## src/rtl/ucg_pkg.sv

```systemverilog
package ucg_pkg;
    typedef enum logic [1:0] {
        STEP_NONE = 2'd0,
        STEP_UP   = 2'd1,
        STEP_DN   = 2'd2
    } step_e;
endpackage

```

## src/rtl/ucg_limits.sv

```systemverilog
module ucg_limits #(
    parameter int RATIO_W = 6,
    parameter int HW_MIN  = 8,
    parameter int HW_MAX  = 20
) (
    input  logic               clk,
    input  logic               rst_n,
    input  logic               wr,
    input  logic [RATIO_W-1:0] wr_min,
    input  logic [RATIO_W-1:0] wr_max,
    output logic [RATIO_W-1:0] lo,
    output logic [RATIO_W-1:0] hi
);
    localparam logic [RATIO_W-1:0] FLOOR = RATIO_W'(HW_MIN);
    localparam logic [RATIO_W-1:0] CEIL  = RATIO_W'(HW_MAX);

    typedef struct packed {
        logic [RATIO_W-1:0] lo;
        logic [RATIO_W-1:0] hi;
    } lim_t;

    lim_t s_d, s_q;
    logic legal;

    always_comb begin
        s_d   = s_q;
        legal = (wr_min <= wr_max) && (wr_min >= FLOOR) && (wr_max <= CEIL);
        if (wr && legal) begin
            s_d.lo = wr_min;
            s_d.hi = wr_max;
        end
    end

    always_ff @(posedge clk or negedge rst_n) begin
        if (!rst_n) begin
            s_q.lo <= FLOOR;
            s_q.hi <= CEIL;
        end else begin
            s_q <= s_d;
        end
    end

    assign lo = s_q.lo;
    assign hi = s_q.hi;
endmodule

```

## src/rtl/ucg_demand.sv

```systemverilog
module ucg_demand
    import ucg_pkg::*;
#(
    parameter int TICK_CYC = 32,
    parameter int CNT_W    = 6,
    parameter int HI_THR   = 20,
    parameter int LO_THR   = 6,
    parameter int PERSIST  = 3
) (
    input  logic  clk,
    input  logic  rst_n,
    input  logic  acc_evt,
    output logic  tick,
    output step_e step
);
    localparam int TW = (TICK_CYC > 1) ? $clog2(TICK_CYC) : 1;
    localparam int SW = $clog2(PERSIST + 1);
    localparam logic [TW-1:0]    TICK_LAST = TW'(TICK_CYC - 1);
    localparam logic [CNT_W-1:0] CNT_MAX   = '1;
    localparam logic [SW-1:0]    RUN_LAST  = SW'(PERSIST - 1);

    typedef struct packed {
        logic [TW-1:0]    tcnt;
        logic [CNT_W-1:0] ecnt;
        logic [SW-1:0]    ups;
        logic [SW-1:0]    dns;
    } dem_t;

    dem_t s_d, s_q;
    logic [CNT_W-1:0] sample;

    always_comb begin
        s_d    = s_q;
        step   = STEP_NONE;
        tick   = (s_q.tcnt == TICK_LAST);
        sample = (acc_evt && s_q.ecnt != CNT_MAX) ? s_q.ecnt + 1'b1 : s_q.ecnt;
        s_d.tcnt = tick ? '0 : s_q.tcnt + 1'b1;
        if (tick) begin
            s_d.ecnt = '0;
            if (sample >= CNT_W'(HI_THR)) begin
                s_d.dns = '0;
                if (s_q.ups == RUN_LAST) begin
                    step    = STEP_UP;
                    s_d.ups = '0;
                end else begin
                    s_d.ups = s_q.ups + 1'b1;
                end
            end else if (sample <= CNT_W'(LO_THR)) begin
                s_d.ups = '0;
                if (s_q.dns == RUN_LAST) begin
                    step    = STEP_DN;
                    s_d.dns = '0;
                end else begin
                    s_d.dns = s_q.dns + 1'b1;
                end
            end else begin
                s_d.ups = '0;
                s_d.dns = '0;
            end
        end else begin
            s_d.ecnt = sample;
        end
    end

    always_ff @(posedge clk or negedge rst_n) begin
        if (!rst_n) s_q <= '0;
        else        s_q <= s_d;
    end
endmodule

```

## src/rtl/ucg_seq.sv

```systemverilog
module ucg_seq
    import ucg_pkg::*;
#(
    parameter int RATIO_W     = 6,
    parameter int HW_MIN      = 8,
    parameter int BLACKOUT_CYC = 8
) (
    input  logic               clk,
    input  logic               rst_n,
    input  logic               tick,
    input  step_e              step,
    input  logic               power_limit,
    input  logic [RATIO_W-1:0] lo,
    input  logic [RATIO_W-1:0] hi,
    output logic [RATIO_W-1:0] ratio,
    output logic               busy,
    output logic               done
);
    localparam int BW = (BLACKOUT_CYC > 1) ? $clog2(BLACKOUT_CYC) : 1;
    localparam logic [RATIO_W-1:0] FLOOR = RATIO_W'(HW_MIN);
    localparam logic [BW-1:0]      BLK_LAST = BW'(BLACKOUT_CYC - 1);

    typedef struct packed {
        logic [RATIO_W-1:0] ratio;
        logic [RATIO_W-1:0] pend;
        logic               busy;
        logic [BW-1:0]      bcnt;
        logic               done;
    } seq_t;

    seq_t s_d, s_q;
    logic [RATIO_W:0]   base;
    logic [RATIO_W-1:0] cand;

    always_comb begin
        s_d      = s_q;
        s_d.done = 1'b0;
        case (step)
            STEP_UP: base = {1'b0, s_q.ratio} + 1'b1;
            STEP_DN: base = {1'b0, s_q.ratio} - 1'b1;
            default: base = {1'b0, s_q.ratio};
        endcase
        if (power_limit) begin
            cand = (s_q.ratio > FLOOR) ? s_q.ratio - 1'b1 : s_q.ratio;
        end else if (base < {1'b0, lo}) begin
            cand = lo;
        end else if (base > {1'b0, hi}) begin
            cand = hi;
        end else begin
            cand = base[RATIO_W-1:0];
        end
        if (s_q.busy) begin
            if (s_q.bcnt == '0) begin
                s_d.busy  = 1'b0;
                s_d.ratio = s_q.pend;
                s_d.done  = 1'b1;
            end else begin
                s_d.bcnt = s_q.bcnt - 1'b1;
            end
        end else if (tick && cand != s_q.ratio) begin
            s_d.busy = 1'b1;
            s_d.bcnt = BLK_LAST;
            s_d.pend = cand;
        end
    end

    always_ff @(posedge clk or negedge rst_n) begin
        if (!rst_n) begin
            s_q       <= '0;
            s_q.ratio <= FLOOR;
            s_q.pend  <= FLOOR;
        end else begin
            s_q <= s_d;
        end
    end

    assign ratio = s_q.ratio;
    assign busy  = s_q.busy;
    assign done  = s_q.done;
endmodule

```

## src/rtl/uclk_ratio_gov.sv

```systemverilog
module uclk_ratio_gov
    import ucg_pkg::*;
#(
    parameter int RATIO_W      = 6,
    parameter int HW_MIN       = 8,
    parameter int HW_MAX       = 20,
    parameter int TICK_CYC     = 32,
    parameter int BLACKOUT_CYC = 8,
    parameter int CNT_W        = 6,
    parameter int HI_THR       = 20,
    parameter int LO_THR       = 6,
    parameter int PERSIST      = 3
) (
    input  logic               clk,
    input  logic               rst_n,
    input  logic               cfg_wr,
    input  logic [RATIO_W-1:0] cfg_min,
    input  logic [RATIO_W-1:0] cfg_max,
    input  logic               acc_evt,
    input  logic               power_limit,
    output logic [RATIO_W-1:0] lim_min,
    output logic [RATIO_W-1:0] lim_max,
    output logic [RATIO_W-1:0] ratio,
    output logic               busy,
    output logic               switch_done
);
    logic  tick;
    step_e step;

    ucg_limits #(.RATIO_W(RATIO_W), .HW_MIN(HW_MIN), .HW_MAX(HW_MAX)) u_lim (
        .clk(clk), .rst_n(rst_n), .wr(cfg_wr), .wr_min(cfg_min), .wr_max(cfg_max),
        .lo(lim_min), .hi(lim_max)
    );

    ucg_demand #(.TICK_CYC(TICK_CYC), .CNT_W(CNT_W), .HI_THR(HI_THR),
                 .LO_THR(LO_THR), .PERSIST(PERSIST)) u_dem (
        .clk(clk), .rst_n(rst_n), .acc_evt(acc_evt), .tick(tick), .step(step)
    );

    ucg_seq #(.RATIO_W(RATIO_W), .HW_MIN(HW_MIN), .BLACKOUT_CYC(BLACKOUT_CYC)) u_seq (
        .clk(clk), .rst_n(rst_n), .tick(tick), .step(step), .power_limit(power_limit),
        .lo(lim_min), .hi(lim_max), .ratio(ratio), .busy(busy), .done(switch_done)
    );
endmodule

```

## config.mk

```make
export PLATFORM = sky130hd
export DESIGN_NAME = uclk_ratio_gov
export DESIGN_NICKNAME = d
export VERILOG_FILES = /design/src/rtl/ucg_pkg.sv /design/src/rtl/ucg_limits.sv /design/src/rtl/ucg_demand.sv /design/src/rtl/ucg_seq.sv /design/src/rtl/uclk_ratio_gov.sv
export SDC_FILE = /design/constraint.sdc
export NUM_CORES = 1
export LEC_CHECK = 0
export BUFFER_PORTS_ARGS = -buffer_cell sky130_fd_sc_hd__buf_4
export CAP_MARGIN = 20
export CORE_MARGIN = 8
export CORE_UTILIZATION = 45
export CTS_CLUSTER_SIZE = 16
export DETAILED_ROUTE_END_ITERATION = 8
export PLACE_DENSITY_LB_ADDON = 0.25
export SLEW_MARGIN = 0
export SYNTH_ARGS = -nofsm -noshare
export SYNTH_HDL_FRONTEND = slang
export SYNTH_HIERARCHICAL = 1
export SYNTH_SLANG_ARGS = --single-unit
```

## constraint.sdc

```tcl
create_clock -name clk -period 6.6 [get_ports clk]
set_input_delay 0 -clock clk [delete_from_list [all_inputs] [get_ports clk]]
set_output_delay 0 -clock clk [all_outputs]
set_load 0.005 [all_outputs]
```

==> summary.md, run 1 <==
### Setup path
• crit-path max FO: 12
• Critical Path Sink Type: register
• arrival time of data at the critical path endpoint: 6.34 ns
• Setup Crit Path Kind: register to register
• required time at the worst-slack endpoint: 6.78 ns
• startpoint type of the worst setup path: register

### Final layout
• nets: 460
• final instance area: 3908 um^2
• total area of multi-input combinational cells: 2051 um^2
• utilization of the core after routing: 51.37%
• final-layout fill cell count: 719
• number of antenna diodes: 0
• FF/Latch Area: 1107 um^2
• proportion of layout cells with a drive suffix above 1: 20.19%
• synthesis-to-layout area growth: 11.82%

### GRT
• vias in the first global route: 2,779
• overflow left after global routing: 0
• initial antenna violation count: 0
• total track usage: 15.21%
• maximum number of pins on one net before global-route repair: 45
• first-pass GRT wire length: 13,800 um

### Placement
• HPWL Detailed: 6112 um
• number of port buffers: 36
• Placed Instance Area: 3704 um^2
• weighted congestion reported at the end of routability-driven placement: 0.9114

### Clocking
• Max H-tree Level: 2
• post-CTS clock slew at the launch and capture registers of the worst setup and hold paths: 0.08 ns
• clock latency of the later-clocked register in the worst-skew pair: 0.29 ns
• Setup Buffers After CTS: 0
• maximum root-to-sink buffer count: 2
• TritonCTS clock tree: done
• CTS root buf: sky130_fd_sc_hd__clkbuf_8
• clk sinks: 44
• TritonCTS Buffers: 5

### Timing
• total of endpoints with negative setup slack in the final report: 0
• final period utilization: 93.40%
• measured slew at the worst slew-check pin: 0.9605 ns
• crit path time final: 6.165 ns
• Final Hold Viols: 0
• maximum frequency from static timing analysis: 0.1622 GHz
• Total Negative Setup Slacks: 0 ns
• worst max-slew margin expressed relative to the limit: 35.85%
• Max Clock Skew: 0.004150 ns
• max-slew violation total from the final report: 0
• RSZ-0062 raised after global routing: false

### Floorplan
• Top-Level Pins: 37
• overall die area: 10,840 um^2
• Core Area: 7607 um^2
• overall die width: 104.1 um
• die height: 104.1 um
• number of placement rows: 32
• starting utilization of the core area: 45.94%

### Min path
• class of the most critical hold timing path: input port to register

### Detailed routing
• top layer in use: met4
• number of remaining DRC errors: 0
• post-route antenna net violation count: 0
• via count normalized by instance count: 5.568
• number of detailed-routing iterations run before antenna repair: 5
• Detailed Route WL: 8191 um
• routed length on met3: 376 um
• routed wire length per instance: 15.81 um
• vias post-DR: 2,884
• met2 WL: 3935 um
• M1 WL: 3736 um
• drt initial violations: 158

### Synthesis
• mux cell area share after synthesis: 7.304%
• #FFs+latches synth: 44
• compound-gate portion of the synthesized area: 19.23%
• most area-consuming cells after synthesis: sky130_fd_sc_hd__dfrtp_1, sky130_fd_sc_hd__ha_1, sky130_fd_sc_hd__nand2_1
• main flop type after synthesis: sky130_fd_sc_hd__dfrtp_1
• number of enable flip-flop cells after synthesis: 0
• Post-Syn Area per Cell: 9.007 um^2
• proportion of synthesized chip area in sequential cells: 31.69%
• Distinct cells, synth: 67
• top cell types by occurrence after synthesis: sky130_fd_sc_hd__dfrtp_1, sky130_fd_sc_hd__nand2_1, sky130_fd_sc_hd__inv_1, sky130_fd_sc_hd__ha_1, sky130_fd_sc_hd__a21oi_1
• share of flip-flops with an asynchronous set or reset after synthesis: 100.0%
• dominant combinational cell family by area after synthesis: compound AO/OA/AOI/OAI gates
• Yosys top cell area share: 27.93%
• synthesized-area fraction occupied by and/or/nand/nor cells: 17.65%
• Gate Count Post-Synth: 388
• Syn Std Cell Area: 3495 um^2
• share of synthesized cell area in full adder, half adder and majority cells: 9.667%
• Yosys top cell by area: sky130_fd_sc_hd__dfrtp_1
• warning count from the yosys run: 6
• most numerous cell in the Yosys netlist: sky130_fd_sc_hd__dfrtp_1
• Net Count, Synth: 432
• synthesized-area fraction occupied by xor and xnor cells: 4.762%

### Flow run
• max-cap violation count: 0

### Run status
• run status: finished clean

### Pwr
• total power divided by cell area: 396.3 nW/um^2
• Leakage: 1.791 nW
• Worst VDD drop: 167.3 uV

==> critical path: stages (launching register included) <==
cell,delay [ns]
sky130_fd_sc_hd__dfrtp_1,0.45
sky130_fd_sc_hd__ha_1,0.34
sky130_fd_sc_hd__nand4_2,0.18
sky130_fd_sc_hd__xnor2_1,0.16
sky130_fd_sc_hd__nand4_1,0.18
sky130_fd_sc_hd__nor3_1,0.37
sky130_fd_sc_hd__ha_2,0.41
sky130_fd_sc_hd__xor2_1,0.18
sky130_fd_sc_hd__ha_1,0.28
sky130_fd_sc_hd__a21o_1,0.15
sky130_fd_sc_hd__nand3_1,0.07
sky130_fd_sc_hd__a31oi_1,0.22
sky130_fd_sc_hd__xor2_1,0.35
sky130_fd_sc_hd__ha_1,0.33
sky130_fd_sc_hd__a21oi_1,0.14
sky130_fd_sc_hd__o221a_2,0.23
sky130_fd_sc_hd__and2_1,0.28
sky130_fd_sc_hd__nand2_1,0.19
sky130_fd_sc_hd__o211a_1,0.20
sky130_fd_sc_hd__or3_1,0.35
sky130_fd_sc_hd__a41o_1,0.21
sky130_fd_sc_hd__a31o_1,0.39
sky130_fd_sc_hd__mux2_4,0.36
==> flip-flops by register name, indices dropped and copies added, names as in the netlist <==
signal / cells
u_seq/ratio: 6
u_lim/hi: 6
u_dem/s_q: 15
u_seq/done: 1
u_seq/busy: 1
u_lim/lo: 6
u_seq/s_q: 9
==> layout make-up <==
class / instances / share of cell area (%)
clock buffer: 5 / 1.761
clock inverter: 2 / 0.3202
inverter: 36 / 3.458
multi-input combinational: 279 / 52.48
sequential: 44 / 28.34
tap: 102 / 3.266
timing repair buffer: 50 / 10.37
==> power breakdown <==
| part | total, mW | internal (mW) | switching [mW] |
|---|---|---|---|
| combinational | 0.870 | 0.401 | 0.469 |
| clock | 0.159 | 0.0716 | 0.0869 |
| sequential | 0.520 | 0.357 | 0.163 |
==> metal layers <==
layer | track usage (%) | vias up
li1 | - | 1431
met1 | 19.82 | 1366
met2 | 25.02 | 76
met3 | 2.230 | 11
met4 | 5.274 | 0
met5 | 0 | -
==> what timing repair did <==
| item | CTS | global route |
|---|---|---|
| endpoints found under the hold margin | 50 | 0 |
| endpoints found under the setup margin | 0 | 7 |
| hold buffers | 12 | 0 |
| resized for setup | 0 | 1 |
==> logic make-up after synthesis <==
kind of cell,after synthesis
flops,44
xor+xnor,19
buf+inv,65
mux,21
simple gates,118
fa+ha+maj,27
compound gates,94
==> placed cells by master (no fill, tap or decap), types with 3 or more instances in the layout <==
cell and instances:
sky130_fd_sc_hd__and3_1 3, sky130_fd_sc_hd__inv_1 35, sky130_fd_sc_hd__clkbuf_8 5, sky130_fd_sc_hd__nand3_1 20
sky130_fd_sc_hd__buf_4 38, sky130_fd_sc_hd__a21o_1 4, sky130_fd_sc_hd__nand3b_1 3, sky130_fd_sc_hd__dfstp_2 5
sky130_fd_sc_hd__o21ai_0 14, sky130_fd_sc_hd__mux2_4 6, sky130_fd_sc_hd__o31ai_1 3, sky130_fd_sc_hd__dfrtp_1 39
sky130_fd_sc_hd__nor3_1 6, sky130_fd_sc_hd__nor2_1 16, sky130_fd_sc_hd__mux2i_1 3, sky130_fd_sc_hd__mux2_2 12
sky130_fd_sc_hd__o22ai_1 6, sky130_fd_sc_hd__and2_1 4, sky130_fd_sc_hd__nor2b_1 3, sky130_fd_sc_hd__a21oi_1 25
sky130_fd_sc_hd__a32oi_1 3, sky130_fd_sc_hd__dlygate4sd3_1 12, sky130_fd_sc_hd__ha_1 26, sky130_fd_sc_hd__xnor2_1 10
sky130_fd_sc_hd__nand2_1 38, sky130_fd_sc_hd__nand4_1 4, sky130_fd_sc_hd__nand2b_1 5, sky130_fd_sc_hd__xor2_1 9
sky130_fd_sc_hd__a211oi_1 5
==> through the flow <==
stage / total power, mW / setup slack (ns) / hold WS [ns] / cells
2_1_floorplan: 1.179 / 1.215 / -0.2956 / 388
3_3_place_gp: 1.368 / 0.6548 / 0.02915 / 499
3_5_place_dp: 1.378 / 0.4551 / 0.02211 / 499
4_1_cts: 1.551 / 0.4100 / 0.04211 / 518
5_1_grt: 1.688 / 0.004818 / 0.07068 / 518
6_report: 1.549 / 0.4353 / 0.05623 / 518
==> path summary, 6_finish.rpt <==
kind	endpoint	slack (ns)	start	cells past startpoint
worst max-delay path	u_seq/s_q[10]$_DFFE_PN0P_	0.44	u_dem/s_q[4]$_DFF_PN0_	22
worst min-delay path	u_dem/s_q[8]$_DFF_PN0_	0.06	acc_evt	3
worst max register to register	u_seq/s_q[10]$_DFFE_PN0P_	0.44	u_dem/s_q[4]$_DFF_PN0_	22
worst min register to register	u_dem/s_q[10]$_DFF_PN0_	0.46	u_dem/s_q[10]$_DFF_PN0_	1
max in group asynchronous	u_seq/ratio[3]$_DFFE_PN1P_	5.95	rst_n	2
min in group asynchronous	u_lim/lo[5]$_DFFE_PN0P_	0.26	rst_n	2
Power figures use the tool's default switching activity.
==> inputs of run 2 (changes only) <==
CORE_ASPECT_RATIO = 0.5   (was unset)
==> run 2 against run 1 <==
- global-route usage is 0.47 points higher
- clock skew is 0.0028 ns higher
- register-to-register slack better by 0.02 ns
- routed wire length is 6.2% higher
- setup slack better by 0.015 ns
- sequential power is 1% higher
- power is 9.6% higher
- critical endpoint is now u_seq/s_q[7]$_DFFE_PN0P_
==> summary.md, run 2 (synthesis results as in run 1) <==
### Final layout
• synthesis-to-layout area growth: 15.00%, was 11.82%
• leading registers by flop count: u_dem/s_q x15, u_seq/s_q x9, unchanged
• register ranked first by flip-flop count: u_dem/s_q, unchanged
• most common library cell in the layout ignoring fill and taps: sky130_fd_sc_hd__buf_4, was sky130_fd_sc_hd__dfrtp_1
• non-filler cells in the finished layout: 515, was 518
• proportion of layout cells with a drive suffix above 1: 21.00%, was 20.19%
• flip-flop count of the largest register after layout: 15, unchanged
• nets: 462, was 460
• top library cells by usage in the layout, fill and taps aside: sky130_fd_sc_hd__buf_4, sky130_fd_sc_hd__dfrtp_1, sky130_fd_sc_hd__nand2_1, was sky130_fd_sc_hd__dfrtp_1, sky130_fd_sc_hd__buf_4, sky130_fd_sc_hd__nand2_1
• number of antenna diodes: 0, unchanged

### Timing
• measured slew at the worst slew-check pin: 0.9654 ns, was 0.9605 ns
• Total Negative Setup Slacks: 0 ns, unchanged
• max-slew violation total from the final report: 0, unchanged
• Final Hold Viols: 0, unchanged
• Max Clock Skew: 0.006960 ns, was 0.004150 ns
• worst-case hold slack: 0.07964 ns, was 0.05623 ns
• worst max-slew margin expressed relative to the limit: 35.52%, was 35.85%
• minimum setup slack in the final design: 0.4508 ns, was 0.4353 ns
• total of endpoints with negative setup slack in the final report: 0, unchanged
• maximum frequency from static timing analysis: 0.1626 GHz, was 0.1622 GHz
• crit path time final: 6.149 ns, was 6.165 ns
• final period utilization: 93.17%, was 93.40%

### Detailed routing
• drt initial violations: 240, was 158
• Detailed Route WL: 8699 um, was 8191 um
• number of remaining DRC errors: 0, unchanged
• vias post-DR: 3,005, was 2,884
• post-route antenna net violation count: 0, unchanged
• routed wire length per instance: 16.89 um, was 15.81 um
• via count normalized by instance count: 5.835, was 5.568
• number of detailed-routing iterations run before antenna repair: 5, unchanged

### Floorplan
• overall die width: 140.6 um, was 104.1 um
• die height: 78.32 um, was 104.1 um
• overall die area: 11,010 um^2, was 10,840 um^2
• starting utilization of the core area: 47.02%, was 45.94%
• number of placement rows: 22, was 32
• Top-Level Pins: 37, unchanged
• Core Area: 7432 um^2, was 7607 um^2

### Clocking
• CTS root buf: sky130_fd_sc_hd__clkbuf_16, was sky130_fd_sc_hd__clkbuf_8
• Max H-tree Level: 2, unchanged
• clk sinks: 44, unchanged
• post-CTS clock slew at the launch and capture registers of the worst setup and hold paths: 0.06 ns, was 0.08 ns
• TritonCTS clock tree: done, unchanged
• clock latency of the later-clocked register in the worst-skew pair: 0.28 ns, was 0.29 ns
• TritonCTS Buffers: 5, unchanged
• maximum root-to-sink buffer count: 2, unchanged

### Setup path
• Critical Path Sink Type: register, unchanged
• crit-path max FO: 10, was 12
• arrival time of data at the critical path endpoint: 6.31 ns, was 6.34 ns
• required time at the worst-slack endpoint: 6.76 ns, was 6.78 ns
• Reg2Reg Setup Slack: 0.45 ns, was 0.44 ns
• startpoint type of the worst setup path: register, unchanged
• Setup Crit Path Kind: register to register, unchanged

### Pwr
• Leakage: 1.850 nW, was 1.791 nW
• Worst VDD drop: 213.4 uV, was 167.3 uV
• Tot Pwr: 1.697 mW, was 1.549 mW
• total power divided by cell area: 422.2 nW/um^2, was 396.3 nW/um^2

### Placement
• setup slack after placement: 0.3529 ns, was 0.4551 ns
• weighted congestion reported at the end of routability-driven placement: 0.8694, was 0.9114
• HPWL Detailed: 6306 um, was 6112 um
• number of placed instances with taps included: 493, was 499
• number of port buffers: 36, unchanged

### GRT
• overflow left after global routing: 0, unchanged
• total track usage: 15.69%, was 15.21%
• initial antenna violation count: 0, unchanged
• first-pass GRT wire length: 14,330 um, was 13,800 um
• maximum number of pins on one net before global-route repair: 45, unchanged
• vias in the first global route: 2,878, was 2,779

### Run status
• run status: finished clean, unchanged

### Flow run
• max-cap violation count: 0, unchanged

### Min path
• class of the most critical hold timing path: input port to register, unchanged

-- run 2: cell types whose count changed in the layout (fill, tap and decap cells not counted) --
cell / previous run / this run
sky130_fd_sc_hd__buf_4: 38 / 40
sky130_fd_sc_hd__clkinv_4: 0 / 1
sky130_fd_sc_hd__bufinv_16: 0 / 1
sky130_fd_sc_hd__xor2_2: 0 / 1
sky130_fd_sc_hd__clkinv_2: 1 / 0
sky130_fd_sc_hd__clkbuf_8: 5 / 1
sky130_fd_sc_hd__xor2_1: 9 / 8
sky130_fd_sc_hd__clkinvlp_4: 1 / 0
sky130_fd_sc_hd__clkbuf_16: 0 / 5
-- run 2: stage by stage --
step / util [%] / instance area [um^2]
global placement: 49.73 / 3696
CTS: 53.74 / 3994
detailed placement: 49.73 / 3696
global route: 54.07 / 4019
finish: 54.07 / 4019
floorplan: - / 3495
-- run 2: area by class of cell --
class	instances	area, um^2
Clock inverter	2	38.79
Sequential cell	44	1107
Inverter	36	135.1
Timing Repair Buffer	52	420.4
Fill cell	662	3413
Multi-Input combinational cell	279	2058
Tap cell	96	120.1
Clock buffer	6	138.9
-- run 2: worst paths after layout --
path                                                from                          to  depth (start not counted)
worst min register to register  u_seq/s_q[8]$_DFFE_PN1P_  u_seq/ratio[3]$_DFFE_PN1P_                          2
worst min-delay path                             acc_evt      u_dem/s_q[8]$_DFF_PN0_                          3
min in group asynchronous                          rst_n     u_lim/hi[3]$_DFFE_PN0P_                          2
max in group asynchronous                          rst_n    u_seq/s_q[8]$_DFFE_PN1P_                          2
worst max-delay path              u_dem/s_q[4]$_DFF_PN0_    u_seq/s_q[7]$_DFFE_PN0P_                         22
worst max register to register    u_dem/s_q[4]$_DFF_PN0_    u_seq/s_q[7]$_DFFE_PN0P_                         22
-- run 2: critical path, stage by stage, from the launching register on --
cell	delay, ns
sky130_fd_sc_hd__dfrtp_1	0.45
sky130_fd_sc_hd__ha_1	0.35
sky130_fd_sc_hd__nand4_2	0.18
sky130_fd_sc_hd__xnor2_1	0.17
sky130_fd_sc_hd__nand4_1	0.20
sky130_fd_sc_hd__nor3_1	0.31
sky130_fd_sc_hd__ha_2	0.36
sky130_fd_sc_hd__xor2_1	0.17
sky130_fd_sc_hd__ha_1	0.30
sky130_fd_sc_hd__a21oi_1	0.08
sky130_fd_sc_hd__xor2_1	0.16
sky130_fd_sc_hd__nor2_1	0.22
sky130_fd_sc_hd__xor2_1	0.37
sky130_fd_sc_hd__ha_1	0.32
sky130_fd_sc_hd__a21oi_1	0.13
sky130_fd_sc_hd__o221a_2	0.22
sky130_fd_sc_hd__and2_1	0.28
sky130_fd_sc_hd__nand2_1	0.20
sky130_fd_sc_hd__o211a_1	0.22
sky130_fd_sc_hd__or3_1	0.36
sky130_fd_sc_hd__a41o_1	0.21
sky130_fd_sc_hd__a31o_1	0.39
sky130_fd_sc_hd__mux2_4	0.36
-- run 2: power breakdown --
group	internal (mW)	switching (mW)	total (mW)
Sequential	0.358	0.169	0.526
Clock	0.189	0.100	0.290
Combinational	0.403	0.477	0.880
Total	0.950	0.746	1.70
-- run 2: routing by layer --
layer	vias up	routed length (um)	global-route usage [%]
met4	0	160	5.106
met2	107	3996	25.56
met1	1453	4110	21.32
met3	12	431	1.992
met5	-	0	0
li1	1433	-	-
-- run 2: repair_timing --
item,in CTS,in global routing
resized for setup,0,2
hold endpoints to repair,50,0
hold buffers,12,0
setup buffers,0,2
endpoints found under the setup margin,0,7
